$ cat src/rtl/dac_word_loader_pkg.sv
package dac_word_loader_pkg;
  parameter int unsigned WORD_W  = 16;
  parameter int unsigned CODE_W  = 12;
  parameter int unsigned SEL_W   = 3;
  parameter int unsigned NUM_MUX = 4;
  localparam int unsigned CNT_W  = $clog2(WORD_W);
  localparam int unsigned IDX_W  = $clog2(NUM_MUX);
endpackage

$ cat src/rtl/dac_strobe_edge.sv
module dac_strobe_edge (
  input  logic clk_i,
  input  logic rst_ni,
  input  logic strobe_i,
  output logic fire_o
);
  logic prev_q;

  always_ff @(posedge clk_i or negedge rst_ni) begin
    if (!rst_ni) prev_q <= 1'b0;
    else         prev_q <= strobe_i;
  end

  assign fire_o = strobe_i & ~prev_q;
endmodule

$ cat src/rtl/dac_shift_chain.sv
module dac_shift_chain #(
  parameter int unsigned WORD_W = 16
) (
  input  logic              clk_i,
  input  logic              rst_ni,
  input  logic              fire_i,
  input  logic              data_i,
  output logic [WORD_W-1:0] word_o
);
  logic [WORD_W-1:0] sr_q;

  always_ff @(posedge clk_i or negedge rst_ni) begin
    if (!rst_ni)     sr_q <= '0;
    else if (fire_i) sr_q <= {sr_q[WORD_W-2:0], data_i};
  end

  assign word_o = sr_q;
endmodule

$ cat src/rtl/dac_load_track.sv
module dac_load_track #(
  parameter int unsigned WORD_W = 16,
  localparam int unsigned CNT_W = $clog2(WORD_W)
) (
  input  logic clk_i,
  input  logic rst_ni,
  input  logic fire_i,
  output logic done_o
);
  localparam logic [CNT_W-1:0] LAST = CNT_W'(WORD_W - 1);

  logic [CNT_W-1:0] cnt_q;
  logic             done_q;

  always_ff @(posedge clk_i or negedge rst_ni) begin
    if (!rst_ni) begin
      cnt_q  <= '0;
      done_q <= 1'b0;
    end else if (fire_i) begin
      cnt_q  <= (cnt_q == LAST) ? '0 : cnt_q + 1'b1;
      done_q <= (cnt_q == LAST);
    end
  end

  assign done_o = done_q;
endmodule

$ cat src/rtl/dac_mux_enable.sv
module dac_mux_enable #(
  parameter int unsigned NUM_MUX = 4,
  localparam int unsigned IDX_W  = $clog2(NUM_MUX)
) (
  input  logic               clk_i,
  input  logic               rst_ni,
  input  logic               fire_i,
  input  logic               done_i,
  input  logic               wr_i,
  input  logic               on_i,
  input  logic [IDX_W-1:0]   idx_i,
  output logic [NUM_MUX-1:0] en_o
);
  logic [NUM_MUX-1:0] en_q;
  logic [NUM_MUX-1:0] dec;

  for (genvar g = 0; g < NUM_MUX; g++) begin : g_dec
    assign dec[g] = on_i && (idx_i == IDX_W'(g));
  end

  always_ff @(posedge clk_i or negedge rst_ni) begin
    if (!rst_ni)              en_q <= '0;
    else if (fire_i)          en_q <= '0;  // loading: nothing routed
    else if (wr_i && done_i)  en_q <= dec;
  end

  assign en_o = en_q;
endmodule

$ cat src/rtl/dac_word_loader.sv
module dac_word_loader
  import dac_word_loader_pkg::*;
(
  input  logic               clk_i,
  input  logic               rst_ni,
  input  logic               wr_strobe_i,
  input  logic               ser_data_i,
  input  logic               en_wr_i,
  input  logic               en_on_i,
  input  logic [IDX_W-1:0]   en_idx_i,
  output logic [CODE_W-1:0]  dac_code_o,
  output logic [SEL_W-1:0]   route_sel_o,
  output logic               readback_o,
  output logic [NUM_MUX-1:0] mux_en_o
);
  logic              fire;
  logic              load_done;
  logic [WORD_W-1:0] word;

  dac_strobe_edge u_edge (
    .clk_i(clk_i), .rst_ni(rst_ni), .strobe_i(wr_strobe_i), .fire_o(fire)
  );

  dac_shift_chain #(.WORD_W(WORD_W)) u_chain (
    .clk_i(clk_i), .rst_ni(rst_ni), .fire_i(fire), .data_i(ser_data_i),
    .word_o(word)
  );

  dac_load_track #(.WORD_W(WORD_W)) u_track (
    .clk_i(clk_i), .rst_ni(rst_ni), .fire_i(fire), .done_o(load_done)
  );

  dac_mux_enable #(.NUM_MUX(NUM_MUX)) u_en (
    .clk_i(clk_i), .rst_ni(rst_ni), .fire_i(fire), .done_i(load_done),
    .wr_i(en_wr_i), .on_i(en_on_i), .idx_i(en_idx_i), .en_o(mux_en_o)
  );

  assign dac_code_o  = word[CODE_W-1:0];
  assign route_sel_o = word[CODE_W+SEL_W-1:CODE_W];
  assign readback_o  = word[WORD_W-1];
endmodule

$ cat config.mk
export PLATFORM = sky130hd
export DESIGN_NAME = dac_word_loader
export DESIGN_NICKNAME = d
export VERILOG_FILES = /design/src/rtl/dac_word_loader_pkg.sv /design/src/rtl/dac_strobe_edge.sv /design/src/rtl/dac_shift_chain.sv /design/src/rtl/dac_load_track.sv /design/src/rtl/dac_mux_enable.sv /design/src/rtl/dac_word_loader.sv
export SDC_FILE = /design/constraint.sdc
export NUM_CORES = 1
export LEC_CHECK = 0
export BUFFER_PORTS_ARGS = -buffer_cell sky130_fd_sc_hd__buf_2
export CAP_MARGIN = 20
export CORE_ASPECT_RATIO = 2
export CORE_UTILIZATION = 33
export CTS_BUF_LIST = sky130_fd_sc_hd__clkbuf_16
export CTS_CLUSTER_DIAMETER = 120
export CTS_CLUSTER_SIZE = 30
export DETAILED_ROUTE_END_ITERATION = 10
export SLEW_MARGIN = 30
export SYNTH_ARGS = -nofsm -noshare
export SYNTH_HDL_FRONTEND = slang
export SYNTH_HIERARCHICAL = 1
export SYNTH_SLANG_ARGS = --single-unit
$ cat constraint.sdc
create_clock -name clk_i -period 3 [get_ports clk_i]
set_clock_uncertainty 0.1 [all_clocks]
set_input_delay 0.3 -clock clk_i [delete_from_list [all_inputs] [get_ports clk_i]]
set_output_delay 0.3 -clock clk_i [all_outputs]
set_load 0.02 [all_outputs]
[After elaboration in Yosys (flattened, before gate mapping)]
Index checks and enable logic that the tools add are counted.
Word-level totals
  bits in registers: 26
  memories: 0
  bits in latches: 0
  RAM bits: 0
  bits in read-only memories: 0
  bits of input ports: 8
Operators by class
  bitwise gates (word level): 2
  mux-type cells: 3
  divide/modulo/power cells: 0
  reductions and logical operators: 7
  multiply operators: 0
  equality and inequality tests: 4
  shift-type cells: 0
  $add $sub $neg: 1
  magnitude comparators: 0
Operator list (count)
  $mux 4: 3
  $logic_and 1x1->1: 5
  $add 4x1->4 const B: 1
  $eq 2x2->1 const B: 2
  $eq 4x4->1 const B: 1
  $eq 2x1->1 const B: 1
  $logic_not 2->1: 1
  $reduce_bool 2->1: 1
  $and 1x1->1: 1
  $not 1->1: 1

[Longest topological paths before layout]
Gate-level depths: netlist (run 1).
  word-level depth: 4
  depth in mapped cells: 4
  gate-level depth less buffers: 3

[By module]
The synthesis (run 1) kept the hierarchy.
Modules (own cells, without submodules)
  dac_shift_chain: times used 1, seq. area each 400.4 um^2, area an instance 649.4 um^2, cells each 34
  dac_mux_enable: times used 1, seq. area each 100.1 um^2, area an instance 224.0 um^2, cells each 19
  dac_load_track: times used 1, seq. area each 125.1 um^2, area an instance 221.5 um^2, cells each 17
  dac_strobe_edge: times used 1, seq. area each 25.0 um^2, area an instance 38.8 um^2, cells each 2

[Least setup slack after synthesis (run 1)]
Ideal clock, no wire load.
  path type: flip-flop to flip-flop
  from: reg u_edge.prev_q
  to: reg u_chain.sr_q[10], in the netlist u_chain/word_o[10]
  slack: 1.566 ns
  cell stages (with the launch flop): 5
  arrival time: 1.208 ns
  library setup time: 0.125 ns
  path buffers: 2
  cell sequence: dfrtp_1 -> nor2b_4 -> buf_6 -> buf_12 -> mux2_4
Between the ends
  word-level cells in the longest chain between the ends: 2
Ends and longest elaborated chain
  from (decl): line dac_strobe_edge.sv:7  | logic prev_q;
  from (signal assigned): line dac_strobe_edge.sv:11  | else prev_q <= strobe_i;
  $not 1->1: line dac_strobe_edge.sv:14  | assign fire_o = strobe_i & ~prev_q;
  $and 1x1->1: line dac_strobe_edge.sv:14
  via fire: line dac_word_loader.sv:16  | logic fire;
  to (signal assigned): line dac_shift_chain.sv:14  | else if (fire_i) sr_q <= {sr_q[WORD_W-2:0], data_i};
  to (decl): line dac_shift_chain.sv:10  | logic [WORD_W-1:0] sr_q;
The timed path passes the listed nets, and every way through them passes these cells.
A chain may end at the register's enable or synchronous reset.

[Worst setup path in the final report (run 1)]
  from: reg u_edge.prev_q
  to: reg u_chain.sr_q[3], in the netlist u_chain/word_o[3]
Same word-level chain as after synthesis.

==> results of run 1 <==
==> where the power goes <==
part / internal (mW) / switching, mW
Combinational: 0.215 / 0.213
Clock: 0.178 / 0.115
Sequential: 0.472 / 0.0990
Total: 0.865 / 0.427
==> placed cells by master (no fill, tap or decap), types with 2 or more instances in the layout <==
cell type and count:
clkbuf_16 3, nand4bb_1 2, inv_1 2, mux2_4 10, a41oi_1 2, dfrtp_1 26, nand4b_1 2, mux2i_1 2
nand2b_1 5, mux2_2 8, buf_2 27, o32ai_1 2
==> layout make-up <==
type,instances,area share
Clock buffer,3,0.05545
Clock inverter,1,0.002773
Inverter,2,0.005545
Multi-Input combinational cell,41,0.3198
Sequential cell,26,0.4806
Tap cell,31,0.02865
Timing Repair Buffer,28,0.1072
==> flip-flops by register name, summed over array words and instances, names as in the netlist <==
name,flops
u_edge/prev_q,1
u_track/cnt_q,4
u_chain/word_o,16
u_track/done_o,1
u_en/en_o,4
==> logic make-up (layout without fill, tap and decap cells) <==
family	Yosys count	after routing	share of synthesized area
flip-flops	26	26	0.5739
buffers and inverters	5	34	0.04415
AO/OA/AOI/OAI	6	6	0.04195
multiplexers	20	20	0.2296
XOR/XNOR	1	1	0.007728
AND/OR/NAND/NOR	13	13	0.09161
adder cells (fa/ha/maj)	1	1	0.01104
==> metal layers <==
metal / vias to the layer above / track usage / share of wire
li1: 315 / - / -
met1: 341 / 0.1423 / 0.42
met2: 20 / 0.1846 / 0.51
met3: 4 / 0.02128 / 0.041
met4: 0 / 0.08807 / 0.025
met5: - / 0 / 0
==> how the worst min path moves through the flow <==
stage,startpoint,to,depth (start not counted)
floorplan,rst_ni,u_chain/word_o[0],0
global placement,rst_ni,u_chain/word_o[8],1
detailed placement,rst_ni,u_chain/word_o[7],1
CTS,wr_strobe_i,u_edge/prev_q,1
global route,wr_strobe_i,u_edge/prev_q,1
finish,wr_strobe_i,u_edge/prev_q,1
==> synth_stat cells (all sizes together) <==
library cell	number
mux2	18
nand4b	2
and3	1
a41oi	2
dfrtp	26
nor2b	1
buf	3
nand2b	5
o32ai	2
inv	2
nand2	1
ha	1
mux2i	2
nand4bb	2
a21o	1
xnor2	1
o21ai	1
and2	1
==> per-stage QoR <==
stage,area (sq um),utilization,power (mW),std cells
CTS,1354,0.4192,1.307,132
floorplan,1134,-,0.8634,72
global route,1354,0.4192,1.367,132
global placement,1265,0.3917,0.9876,127
detailed placement,1265,0.3917,1.009,127
finish,1354,0.4192,1.292,132
==> what timing repair did <==
| item | CTS | global route |
|---|---|---|
| hold buffers | 1 | 0 |
| hold endpoints to repair | 26 | 0 |
| buffers inserted | 0 | 0 |
==> impl_metrics.py, run 1 <==
metrics = {
    "worst_setup_path": {
        "critical_path.max_stage_delay_ns": 0.63,
        "timing.rr.end": "u_chain/word_o[3]",
        "critical_path_depth": 2,
        "end_kind": "flip-flop",
        "cp.arrival_ns": 1.70,
        "worst_path_max_delay_cell": "nor2b_4",
        "rrSetupSlack_ns": 1.35,
        "path_max_fanout": 31,
        "cp-start-kind": "flip-flop",
        "worst-setup-path-type": "reg2reg",
        "path_buf_inv": 0,
        "cp-startpoint": "u_edge/prev_q",
        "r2r_cells": 2,
        "crit_path_end": "u_chain/word_o[3]",
        "critical-path-top-delay-family": "simple AND/OR/NAND/NOR gates",
        "timing.rr.start": "u_edge/prev_q",
        "crit_chain": "nor2b_4, mux2_2",
        "critPathRequiredTime_ns": 3.05,
    },
    "status": {
        "outcome": "finished, violations left",
        "violations": "DRC",
    },
    "power_and_ir_drop": {
        "leakagePower_nw": 0.6610,
        "peakVddDrop_mv": 0.5468,
        "power_density_nw_per_um2": 954.3,
    },
    "clocking": {
        "numClockSinks": 26,
        "h-tree-depth": 1,
        "cts_tree": "yes",
        "cts_root_buffer": "clkbuf_16",
        "clkLatencyLatePin_ns": 0.26,
        "clock_path_buffers": 2,
        "path_clk_slew_ns": 0.06,
        "cts_made_buffers": 3,
        "cts_resized": 0,
    },
    "routing": {
        "drc": 4,
        "postRouteAntennaNets": 0,
        "wl_per_cell_um": 14.74,
        "first_pass_iters": 7,
        "vias": 680,
        "drt_iter0_drc": 23,
        "vias_per_cell": 5.152,
        "wirelength_um": 1946,
    },
    "die": {
        "core-area_sq_um": 3229,
        "die_area_sq_um": 3688,
        "rows": 29,
        "chipHeight_um": 84.89,
        "start_util": 0.3510,
        "ios": 28,
        "dieWidth_um": 43.45,
    },
    "place": {
        "post-dp-hpwl_um": 1350,
        "port_buffers": 27,
        "globalplace.congestion": 0.7612,
        "post-place-ws_ns": 1.306,
    },
    "cells_and_area": {
        "area_growth_pct": 19.43,
        "drive_above_1_share": 0.4950,
        "fillers": 300,
        "multi_input_area_sq_um": 432.9,
        "nets": 111,
        "register_area_sq_um": 650.6,
        "diodes": 0,
    },
    "timing": {
        "setup_viol": 0,
        "final.setup.tns_ns": 0,
        "slew_violations": 0,
        "min_period_ns": 1.650,
        "max_slew_margin": 0.4795,
        "fmax_mhz": 606.0,
        "finalWorstSetupSlack_ns": 1.350,
        "rsz0062_at_grt": "no",
        "worst_hold_slack_ns": 0.06710,
        "hold_viol_final": 0,
        "final_min_period_over_clock_period": 0.5501,
        "tightest_slew_ns": 0.7792,
    },
    "global_routing": {
        "antenna_found_initial": 0,
        "grt_max_degree": 32,
        "overflow": 0,
        "grt_pass1_vias": 701,
        "gr-usage-all-layers": 0.1189,
        "grt_pass1_wl_um": 3243,
    },
    "yosys": {
        "ys_seq_elements": 26,
        "yosysWarnings": 6,
        "synth_top_area_frac": 0.5740,
        "synth.distinct_cells": 20,
        "yosys.area.top_type": "dfrtp_1",
        "syn_area_per_cell_sq_um": 15.74,
        "synth_area_leaders": "dfrtp_1 57%, mux2_4 13%, mux2_2 7.9%",
        "synth_fp_nets": 81,
        "ys_seq_area_frac": 0.5740,
        "synth_cells": 72,
        "syn-cell-area_sq_um": 1134,
    },
    "run": {
        "maxCapViolations": 0,
    },
    "min_path": {
        "min_path_type": "in2reg",
    },
}
No activity file was read; power rests on OpenSTA's default activity.
==> run 2: changes to the inputs <==
clock period = 1.6 ns   (was 3 ns; I/O delays follow)
==> run 2 against run 1 <==
Compared with the run above: the run still ends with DRC left; critical path depth increased by 3; sequential power rose by 87%; critical path type is now in2reg; count of clock-buffer cells in the layout stayed put; combinational power increased by 91%; first-iteration DRC count down 52%; critical endpoint is now u_track/cnt_q[1]; sequential share of layout area fell by 2.2 points; utilization is 2.0 points higher; worst hold slack got worse by 0.036 ns; global-route usage grew 0.081 points.
==> impl_metrics.py, run 2 (synthesized netlist as in run 1, its figures left out) <==
metrics = {
    "status": {
        "outcome": "finished, violations left",
        "violations": "DRC",
    },
    "global_routing": {
        "overflow": 0,
        "grt_pass1_wl_um": 3353,
        "grt-busiest-layer": "met2",
        "grt_max_degree": 27,
        "grtUsageMet1": 0.1253,
        "gr-usage-all-layers": 0.1197,
        "grt.met3_usage": 0.01915,
        "grt_pass1_vias": 760,
        "use_met2": 0.2149,
        "antenna_found_initial": 0,
    },
    "clocking": {
        "h-tree-depth": 1,
        "numClockSinks": 26,
        "clkLatencyLatePin_ns": 0.26,
        "cts_resized": 0,
        "clock_path_buffers": 2,
        "post_cts_buffers": 0,
        "cts_tree": "yes",
        "path_clk_slew_ns": 0.06,
        "cts_hold_buffers": 2,
        "cts_root_buffer": "clkbuf_16",
        "cts_made_buffers": 3,
    },
    "routing": {
        "vias_per_cell": 5.081,
        "wirelength_um": 1911,
        "wl_per_cell_um": 14.16,
        "drc": 4,
        "vias": 686,
        "first_pass_iters": 6,
        "drt_iter0_drc": 11,
        "postRouteAntennaNets": 0,
    },
    "worst_setup_path": {
        "worst_path_max_delay_cell": "dlygate4sd3_1",
        "path_max_fanout": 15,
        "critical-path-top-delay-family": "buffers and inverters",
        "critPathRequiredTime_ns": 1.64,
        "worst-setup-path-type": "in2reg",
        "crit_chain": "dlygate4sd3_1, buf_2, nor2b_4, buf_4, mux2_2",
        "critical_path.max_stage_delay_ns": 0.52,
        "cp-start-kind": "input port",
        "cp.arrival_ns": 1.50,
        "end_kind": "flip-flop",
        "path_buf_inv": 3,
    },
    "power_and_ir_drop": {
        "seqPwrFrac": 0.413,
        "peakVddDrop_mv": 0.7661,
        "clockPowerShare": 0.273,
        "p_sw_frac": 0.3094,
        "power.net_switching_mw": 0.8037,
        "comb_power_share": 0.315,
        "leakagePower_nw": 0.6916,
        "internal-power_mw": 1.794,
        "power_density_nw_per_um2": 1832,
    },
    "die": {
        "ios": 28,
        "core-area_sq_um": 3229,
        "start_util": 0.3510,
        "rows": 29,
        "chipHeight_um": 84.89,
        "die_area_sq_um": 3688,
        "dieWidth_um": 43.45,
    },
    "cells_and_area": {
        "diodes": 0,
        "drive_above_1_share": 0.5096,
        "largest_register_ffs": 16,
        "layout_common_cells": "27 x buf_2, 26 x dfrtp_1, 10 x mux2_4",
        "nets": 114,
        "fin_area_sq_um": 1418,
        "fillers": 310,
        "final_common_cell": "buf_2",
        "final_core_util": 0.4390,
        "area_growth_pct": 25.06,
    },
    "min_path": {
        "min_path_type": "in2reg",
    },
    "timing": {
        "max_slew_margin": 0.6156,
        "tightest_slew_ns": 0.5767,
        "final_min_period_over_clock_period": 0.9110,
        "hold_viol_final": 0,
        "worst_hold_slack_ns": 0.03140,
        "min_period_ns": 1.458,
        "rsz0062_at_grt": "no",
        "final.setup.tns_ns": 0,
        "slew_violations": 0,
        "setup_viol": 0,
        "fmax_mhz": 686.0,
    },
    "place": {
        "post-dp-hpwl_um": 1402,
        "globalplace.congestion": 0.7044,
        "placed_cell_area_sq_um": 1292,
        "port_buffers": 27,
    },
    "run": {
        "maxCapViolations": 0,
    },
}
==> run 2: cell count changes in the layout (fill, tap and decap cells not counted), sizes merged <==
cell,before,now
clkinv,1,0
dlygate4sd3,1,2
buf,27,29
bufinv,0,1
==> run 2: power by group through the flow <==
stage | clock network, mW | logic, mW | registers (mW)
global placement | 0 | 0.804 | 1.07
global route | 0.759 | 0.871 | 1.11
detailed placement | 0 | 0.820 | 1.09
floorplan | 0 | 0.352 | 1.27
finish | 0.708 | 0.818 | 1.07
CTS | 0.735 | 0.829 | 1.08
==> run 2: stage by stage <==
step                      power (mW)  setup WS, ns  std cells
after global routing           2.738       0.06920        135
after floorplan                1.619        0.1665         72
after detailed placement       1.908        0.2800        129
after global placement         1.869        0.3339        129
final                          2.598        0.1423        135
after CTS                      2.640        0.1424        135
==> run 2: metal layers <==
metal  vias up  share of wire
met2        15           0.57
met4         0          0.011
met3         2          0.039
met1       347           0.38
met5         -              0
li1        322              -
==> run 2: final timing paths <==
kind	startpoint	to	slack (ns)	cells past startpoint
max	wr_strobe_i	u_track/cnt_q[1]	0.14	5
min	ser_data_i	u_chain/word_o[0]	0.03	2
max reg2reg	u_track/cnt_q[0]	u_track/done_o	0.28	3
min reg2reg	u_chain/word_o[15]	u_chain/word_o[15]	0.42	1
max in group asynchronous	rst_ni	u_en/en_o[1]	0.68	2
min in group asynchronous	rst_ni	u_chain/word_o[8]	0.34	2
==> run 2: final cells by class <==
type                    count  area, sq um  share of cell area
clock inverters             1        30.03             0.02118
well taps                  31        38.79             0.02736
repair buffers             31        182.7              0.1289
inverters                   2        7.507            0.005296
multi-input cells          41        432.9              0.3054
flip-flops and latches     26        650.6              0.4590
clock buffers               3        75.07             0.05296
==> run 3: changes to the inputs <==
BUFFER_PORTS_ARGS = -buffer_cell sky130_fd_sc_hd__buf_4   (was -buffer_cell sky130_fd_sc_hd__buf_2)
CORE_ASPECT_RATIO = unset   (was 2)
CORE_UTILIZATION = 51   (was 33)
PLACE_DENSITY = 0.77   (was unset)
==> run 3 against run 2 <==
Compared with the run above: the run now ends clean; cell count shrank 3.7%; via count fell by 1.9%; count of clock-buffer cells in the layout did not move; power shrank 3.0%; register-to-register slack hardly changed; cell area increased by 2.0%; clock power shrank 25%; critical path depth unchanged; critical endpoint is now u_chain/word_o[13].
==> impl_metrics.py, run 3 (synthesized netlist as in run 1, its figures left out) <==
metrics = {
    "status": {
        "outcome": "finished, final reports clean",
    },
    "routing": {
        "top_layer": "met4",
        "vias": 673,
        "drc": 0,
        "wl_met1_um": 890,
        "wl_per_cell_um": 14.40,
        "wl_met3_um": 90,
        "postRouteAntennaNets": 0,
        "drt_iter0_drc": 4,
        "met2_wirelength_um": 878,
        "wirelength_um": 1872,
        "vias_per_cell": 5.177,
        "first_pass_iters": 4,
    },
    "cells_and_area": {
        "diodes": 0,
        "instances_no_fill": 130,
        "fillers": 143,
        "largest_register_ffs": 16,
        "layout_common_cells": "27 x buf_4, 26 x dfrtp_1, 10 x mux2_4",
        "nets": 113,
        "final_common_cell": "buf_4",
        "final_core_util": 0.7153,
        "area_growth_pct": 27.59,
        "drive_above_1_share": 0.4951,
    },
    "clocking": {
        "path_clk_slew_ns": 0.06,
        "cts_hold_buffers": 2,
        "clock_path_buffers": 2,
        "cts_root_buffer": "clkbuf_16",
        "cts_made_buffers": 3,
        "clkLatencyLatePin_ns": 0.25,
        "h-tree-depth": 1,
        "cts_resized": 0,
        "post_cts_buffers": 0,
        "numClockSinks": 26,
        "cts_tree": "yes",
    },
    "global_routing": {
        "grt_pass1_vias": 713,
        "overflow": 0,
        "grt_pass1_wl_um": 3305,
        "gr-usage-all-layers": 0.1819,
        "grt_max_degree": 32,
        "antenna_found_initial": 0,
    },
    "run": {
        "maxCapViolations": 0,
    },
    "worst_setup_path": {
        "end_kind": "flip-flop",
        "r2r_cells": 3,
        "rrSetupSlack_ns": 0.27,
        "timing.rr.end": "u_track/done_o",
        "worst-setup-path-type": "in2reg",
        "timing.rr.start": "u_track/cnt_q[0]",
        "critPathRequiredTime_ns": 1.64,
        "cp-start-kind": "input port",
        "path_max_fanout": 31,
        "cp.arrival_ns": 1.52,
    },
    "power_and_ir_drop": {
        "clockPowerShare": 0.211,
        "power_mw": 2.521,
        "p_sw_frac": 0.3150,
        "comb_power_share": 0.361,
        "power_density_nw_per_um2": 1743,
        "peakVddDrop_mv": 1.001,
        "seqPwrFrac": 0.428,
        "power.net_switching_mw": 0.7940,
        "internal-power_mw": 1.727,
        "leakagePower_nw": 0.6885,
    },
    "timing": {
        "tightest_slew_ns": 0.3202,
        "fmax_mhz": 672.5,
        "min_period_ns": 1.487,
        "setup_viol": 0,
        "worst_hold_slack_ns": 0.04003,
        "hold_viol_final": 0,
        "slew_violations": 0,
        "max_slew_margin": 0.7865,
        "final.setup.tns_ns": 0,
        "rsz0062_at_grt": "no",
        "final_min_period_over_clock_period": 0.9294,
    },
    "min_path": {
        "hp-start": "ser_data_i",
        "hold_end": "u_chain/word_o[0]",
        "whs_path_depth": 2,
        "min_path_type": "in2reg",
    },
    "die": {
        "start_util": 0.5606,
        "dieWidth_um": 49.15,
        "rows": 16,
        "die_area_sq_um": 2415,
        "core-area_sq_um": 2022,
        "ios": 28,
        "chipHeight_um": 49.15,
    },
    "place": {
        "post-dp-hpwl_um": 1270,
        "dp.cells": 124,
        "port_buffers": 27,
        "globalplace.congestion": 0.6418,
    },
}
[run 3: cell types whose count changed in the layout (fill, tap and decap cells not counted), sizes merged]
cell,change
buf,-1
bufinv,-1
clkinv,+1
[run 3: area by class of cell]
cell class	count	area (sq um)	share of cell area
clock buffers	3	75.07	0.05190
clock inverters	1	3.754	0.002595
inverters	2	7.507	0.005190
multi-input cells	41	432.9	0.2993
flip-flops and latches	26	650.6	0.4498
well taps	27	33.78	0.02336
repair buffers	30	242.7	0.1678
[run 3: power by group through the flow]
stage	Combinational [mW]	Sequential [mW]	Clock [mW]
after CTS	0.919	1.08	0.545
final	0.910	1.08	0.532
after detailed placement	0.912	1.08	0
after floorplan	0.352	1.27	0
after global placement	0.893	1.08	0
after global routing	0.960	1.12	0.580
[run 3: worst max-delay path: stages]
cell	delay [ns]
dlygate4sd3_1	0.54
buf_4	0.11
nor2b_4	0.14
buf_12	0.20
mux2_2	0.36
[run 3: stage by stage]
step | area [sq um] | setup WS, ns
finish | 1446 | 0.1129
CTS | 1446 | 0.1228
detailed placement | 1348 | 0.2878
global route | 1446 | 0.07776
floorplan | 1134 | 0.1665
global placement | 1348 | 0.3263
[run 3: worst max path at each step]
stage	startpoint	endpoint	slack, ns	cells after the start
2_1_floorplan	u_edge/prev_q	u_chain/word_o[10]	0.17	4
3_3_place_gp	u_track/cnt_q[0]	u_track/done_o	0.33	3
3_5_place_dp	u_track/cnt_q[0]	u_track/done_o	0.29	3
4_1_cts	wr_strobe_i	u_chain/word_o[13]	0.12	5
5_1_grt	wr_strobe_i	u_chain/word_o[13]	0.08	5
6_report	wr_strobe_i	u_chain/word_o[13]	0.11	5
[run 3: routing by layer]
metal | vias up | track usage
met3 | 2 | 0.02181
met4 | 0 | 0.07353
li1 | 321 | -
met5 | - | 0
met2 | 21 | 0.3037
met1 | 329 | 0.2392
